File: config.mk
export PLATFORM = sky130hd
export DESIGN_NAME = tx_crc_injector
export DESIGN_NICKNAME = d
export VERILOG_FILES = /design/src/rtl/tcrc_pkg.sv /design/src/rtl/tcrc_step.sv /design/src/rtl/tcrc_arm.sv /design/src/rtl/tcrc_framer.sv /design/src/rtl/tx_crc_injector.sv
export SDC_FILE = /design/constraint.sdc
export NUM_CORES = 1
export LEC_CHECK = 0
export BUFFER_PORTS_ARGS = -buffer_cell sky130_fd_sc_hd__buf_2
export CORE_ASPECT_RATIO = 2
export CORE_MARGIN = 3
export CORE_UTILIZATION = 56
export CTS_CLUSTER_DIAMETER = 80
export DETAILED_ROUTE_END_ITERATION = 10
export PLACE_DENSITY = 0.77
export SLEW_MARGIN = 20
export SYNTH_ARGS = -nofsm -noshare
export SYNTH_HDL_FRONTEND = slang
export SYNTH_SLANG_ARGS = --single-unit
File: constraint.sdc
create_clock -name clk -period 2.88 [get_ports clk]
set_clock_uncertainty 0.15 [all_clocks]
set_input_delay 0.576 -clock clk [delete_from_list [all_inputs] [get_ports clk]]
set_output_delay 0.576 -clock clk [all_outputs]
set_load 0.05 [all_outputs]
File: src/rtl/tcrc_pkg.sv
`timescale 1ns/1ps
package tcrc_pkg;
  typedef enum logic {
    ST_PAYLOAD = 1'b0,
    ST_TRAILER = 1'b1
  } tx_phase_e;
endpackage

File: src/rtl/tcrc_step.sv
`timescale 1ns/1ps
// One byte of a reflected (LSB-first) CRC update, unrolled bit by bit.
module tcrc_step #(
  parameter int               CRC_W    = 16,
  parameter int               BYTE_W   = 8,
  parameter logic [CRC_W-1:0] POLY_REV = 16'hA001
) (
  input  logic [CRC_W-1:0]  crc_in,
  input  logic [BYTE_W-1:0] data,
  output logic [CRC_W-1:0]  crc_out
);
  logic [BYTE_W:0][CRC_W-1:0] chain;

  assign chain[0] = crc_in;

  for (genvar g = 0; g < BYTE_W; g++) begin : g_bit
    assign chain[g+1] = (chain[g] >> 1) ^
                        ({CRC_W{chain[g][0] ^ data[g]}} & POLY_REV);
  end

  assign crc_out = chain[BYTE_W];
endmodule

File: src/rtl/tcrc_arm.sv
`timescale 1ns/1ps
// One-shot arm latch and per-packet corruption decision.
module tcrc_arm (
  input  logic clk,
  input  logic rst_n,
  input  logic arm_wr,
  input  logic pkt_start,
  input  logic debug_en,
  input  logic dir_in,
  output logic pending,
  output logic corrupt
);
  always_ff @(posedge clk or negedge rst_n) begin
    if (!rst_n) begin
      pending <= 1'b0;
      corrupt <= 1'b0;
    end else begin
      // a strobe coinciding with a packet start survives for the next packet
      pending <= arm_wr | (pending & ~pkt_start);
      if (pkt_start) corrupt <= pending & debug_en & dir_in;
    end
  end
endmodule

File: src/rtl/tcrc_framer.sv
`timescale 1ns/1ps
// Output register plus trailer sequencer.
module tcrc_framer
  import tcrc_pkg::*;
#(
  parameter int CRC_W  = 16,
  parameter int BYTE_W = 8
) (
  input  logic              clk,
  input  logic              rst_n,
  input  logic              s_valid,
  output logic              s_ready,
  input  logic [BYTE_W-1:0] s_data,
  input  logic              s_last,
  input  logic              s_nodata,
  output logic              m_valid,
  input  logic              m_ready,
  output logic [BYTE_W-1:0] m_data,
  output logic              m_last,
  input  logic [CRC_W-1:0]  fcs,
  output logic              in_acc
);
  localparam int FCS_BYTES = CRC_W / BYTE_W;
  localparam int IDX_W     = (FCS_BYTES > 1) ? $clog2(FCS_BYTES) : 1;
  localparam logic [IDX_W-1:0] IDX_END = IDX_W'(FCS_BYTES - 1);

  tx_phase_e        phase_q;
  logic [IDX_W-1:0] idx_q;
  logic             out_free;

  assign out_free = ~m_valid | m_ready;
  assign s_ready  = (phase_q == ST_PAYLOAD) & out_free;
  assign in_acc   = s_valid & s_ready;

  always_ff @(posedge clk or negedge rst_n) begin
    if (!rst_n) begin
      phase_q <= ST_PAYLOAD;
      idx_q   <= '0;
      m_valid <= 1'b0;
      m_data  <= '0;
      m_last  <= 1'b0;
    end else if (out_free) begin
      m_valid <= 1'b0;
      unique case (phase_q)
        ST_PAYLOAD: begin
          if (in_acc) begin
            if (!s_nodata) begin
              m_valid <= 1'b1;
              m_data  <= s_data;
              m_last  <= 1'b0;
            end
            if (s_last) begin
              phase_q <= ST_TRAILER;
              idx_q   <= '0;
            end
          end
        end
        ST_TRAILER: begin
          m_valid <= 1'b1;
          m_data  <= fcs[idx_q*BYTE_W +: BYTE_W];
          m_last  <= (idx_q == IDX_END);
          if (idx_q == IDX_END) phase_q <= ST_PAYLOAD;
          else                  idx_q   <= idx_q + 1'b1;
        end
        default: phase_q <= ST_PAYLOAD;
      endcase
    end
  end
endmodule

File: src/rtl/tx_crc_injector.sv
`timescale 1ns/1ps
module tx_crc_injector #(
  parameter int               CRC_W    = 16,
  parameter int               BYTE_W   = 8,
  parameter logic [CRC_W-1:0] POLY_REV = 16'hA001,
  parameter logic [CRC_W-1:0] PRESET   = 16'hFFFF
) (
  input  logic              clk,
  input  logic              rst_n,
  input  logic              s_valid,
  output logic              s_ready,
  input  logic [BYTE_W-1:0] s_data,
  input  logic              s_first,
  input  logic              s_last,
  input  logic              s_nodata,
  output logic              m_valid,
  input  logic              m_ready,
  output logic [BYTE_W-1:0] m_data,
  output logic              m_last,
  input  logic              dir_in,
  input  logic              debug_en,
  input  logic              arm_wr
);
  logic [CRC_W-1:0] crc_q, crc_base, crc_stepped, fcs;
  logic             in_acc, pkt_start, arm_pending, pkt_corrupt;

  assign pkt_start = in_acc & s_first;
  assign crc_base  = s_first ? PRESET : crc_q;

  tcrc_step #(.CRC_W(CRC_W), .BYTE_W(BYTE_W), .POLY_REV(POLY_REV)) u_step (
    .crc_in (crc_base),
    .data   (s_data),
    .crc_out(crc_stepped)
  );

  always_ff @(posedge clk or negedge rst_n) begin
    if (!rst_n)      crc_q <= PRESET;
    else if (in_acc) crc_q <= s_nodata ? crc_base : crc_stepped;
  end

  // complemented result; the injected fault flips the first bit on the wire
  assign fcs = ~crc_q ^ CRC_W'(pkt_corrupt);

  tcrc_arm u_arm (
    .clk      (clk),
    .rst_n    (rst_n),
    .arm_wr   (arm_wr),
    .pkt_start(pkt_start),
    .debug_en (debug_en),
    .dir_in   (dir_in),
    .pending  (arm_pending),
    .corrupt  (pkt_corrupt)
  );

  tcrc_framer #(.CRC_W(CRC_W), .BYTE_W(BYTE_W)) u_framer (
    .clk     (clk),
    .rst_n   (rst_n),
    .s_valid (s_valid),
    .s_ready (s_ready),
    .s_data  (s_data),
    .s_last  (s_last),
    .s_nodata(s_nodata),
    .m_valid (m_valid),
    .m_ready (m_ready),
    .m_data  (m_data),
    .m_last  (m_last),
    .fcs     (fcs),
    .in_acc  (in_acc)
  );
endmodule

==> results.cfg <==
[layout]
fin_nets = 219
fin_util_pct = 66.8
finalNonFillerCells = 232
drive_gt1_share_pct = 28.2
area_delta_synth_final_pct = 12.4
antenna_cells = 0
design_area_sq_um = 1990

[critical_path]
critPathCaptureType = primary output
worstPathCellList = nor2b_1, buf_2
r2r-start = crc_q[0]$_DFFE_PN1P_
setup.worst_path.start_class = flop
r2r_end = crc_q[0]$_DFFE_PN1P_
worst-path-buf-inv = 1
required_ps = 2150
cp_slowest_cell = dfrtp_1
critPathMaxFanout = 15
r2r_cells = 6
rrSetupSlack_ps = 600
arrival_ps = 1560
crit_family = flip-flops
max_stage_delay_ps = 620
setup.worst_path.class = reg -> out

[place]
numPortBuffers = 28
placed_cell_area_sq_um = 1900
place_ws_ps = 354
gp_congestion = 0.850
placed_cells = 224
dp_hpwl_um = 2840

[die]
die_w_um = 45.8
die_h_um = 85.5
die_area_sq_um = 3910
initial_core_util_pct = 59.5
core-area_sq_um = 2980
row_count = 28
boundaryPins = 29

[detailed_routing]
drc = 0
drt_iter0_markers = 30
wl_per_cell_um = 16.8
vias_per_cell = 5.82
num_vias = 1351
wirelength_um = 3890
dr.pass1.iters = 4
ant_nets = 0

[grt]
busiest_layer = met2
gr-total-overflow = 0
gr-usage-met1_pct = 25.0
grt_max_degree = 31
first_global_vias = 1423
grt_pass1_wl_um = 6560
met2_usage_pct = 39.6
antenna_found_initial = 0
use_met3_pct = 5.46
grt_usage_pct = 23.0

[synth]
ys_seq_elements = 30
yosys_warnings = 0
postSynthCellCount = 175
syn_area_sq_um = 1770
syn_avg_cell_area_sq_um = 10.1
yosysSeqAreaShare_pct = 43.5
syn_nets = 193
synth_cell_type_count = 33

[flow_run]
maxCapViolCount = 0

[timing]
setup_tns_ps = 0
fin_crit_sh_pct = 79.3
rsz0062_at_grt = false
tightest_slew_ps = 652
timing.fmax_ghz = 0.438
period_minus_slack_ps = 2290
worst_slack_ps = 595
maxSlewViolCount = 0
hold_ws_ps = 164
final-hold-violation-count = 0
max-slew-margin-rel_pct = 56.6
setup_viol = 0

[hold_path]
hp-class = in -> async

[clock_tree]
postCtsSetupBuffers = 0
cts.sinks = 30
cts_max_level = 2
clock_path_buffers = 2
numCtsBuffers = 5
clk_transition_reported_paths_ps = 70
clk_latency_ps = 280
cts_root_buffer = clkbuf_8
cts-resized-gates = 0
cts_tree = yes
hold_buffers = 0

[power]
p_leak_nw = 0.878
peakVddDrop_v = 0.000790
cellPowerDensity_nw_per_um2 = 1290
total_power_mw = 2.56

[outcome]
status = finished, final reports clean
[state kept, by name (all words and copies together), names as in the netlist]
| register | count |
|---|---|
| u_arm.corrupt | 1 |
| u_framer.phase_q | 1 |
| u_framer.m_valid | 1 |
| u_framer.m_data | 8 |
| u_arm.pending | 1 |
| u_framer.m_last | 1 |
| u_framer.idx_q | 1 |
| crc_q | 16 |
[synth_stat cells, drive strengths merged]
master   number  area share (%)
o211ai        2            0.85
nand2        16             3.4
o21a          1            0.42
nand3         2            0.57
a21o          1            0.42
nor2         24             5.5
o32a          2             1.1
dfrtp        14              20
a21oi        10             2.8
inv           1            0.21
dfstp        16              24
o21ai        12             3.4
xnor2        17             8.4
o32ai         1            0.49
o221a         2             1.3
and2          2            0.71
nand2b        2            0.71
xor2          8             4.0
mux2i        14             7.9
a2bb2oi       5             2.5
a22o          1            0.49
xnor3         3             3.9
clkbuf        6             1.3
a32o          1            0.57
buf           5             2.4
o22a          5             2.5
nor2b         2            0.71
[worst max-delay path by stage]
stage	startpoint	cells after the start	slack [ps]	end
6_report	u_framer.phase_q$_DFFE_PN0N_	2	590	s_ready
5_1_grt	u_framer.phase_q$_DFFE_PN0N_	2	480	s_ready
4_1_cts	u_framer.phase_q$_DFFE_PN0N_	2	580	s_ready
3_5_place_dp	s_first	6	350	crc_q[0]$_DFFE_PN1P_
3_3_place_gp	s_first	6	440	crc_q[0]$_DFFE_PN1P_
2_1_floorplan	u_framer.m_valid$_DFFE_PN0N_	6	80	u_arm.pending$_DFF_PN0_
[logic make-up after synthesis]
group	share of synthesized area (%)
mux	7.91
flops	43.5
xor+xnor	16.3
simple gates	11.6
compound gates	16.8
buf+inv	3.89
[cell type report]
| class | instances | area (sq um) |
|---|---|---|
| Fill cell | 240 | 988 |
| Multi-Input combinational cell | 133 | 931 |
| Sequential cell | 30 | 771 |
| Timing Repair Buffer | 30 | 155 |
| Clock buffer | 7 | 86.3 |
| Tap cell | 30 | 37.5 |
| Clock inverter | 1 | 5.00 |
| Inverter | 1 | 3.75 |
[cell usage in the layout, fill, tap and decap left out, drive strengths merged, types with 2 or more instances in the layout]
| master | n |
|---|---|
| o211ai | 2 |
| and2 | 2 |
| xor2 | 8 |
| xnor3 | 3 |
| a21oi | 10 |
| o32a | 2 |
| o21ai | 12 |
| nand3 | 2 |
| nand2 | 16 |
| a2bb2oi | 5 |
| buf | 30 |
| dfrtp | 14 |
| nand2b | 2 |
| o221a | 2 |
| o22a | 5 |
| xnor2 | 17 |
| mux2i | 14 |
| clkbuf | 7 |
| nor2b | 2 |
| dfstp | 16 |
| nor2 | 24 |
[power by group]
| group | internal (mW) | total, mW | switching, mW |
|---|---|---|---|
| sequential | 0.689 | 0.937 | 0.248 |
| combinational | 0.569 | 1.28 | 0.708 |
| clock | 0.192 | 0.347 | 0.155 |
[routing by layer]
layer	part of all wire [%]	wire length, um
met5	0	0
met4	2.8	109
met3	4.1	158
met2	53	2060
met1	40	1560
(Power assumes the default switching activity.)
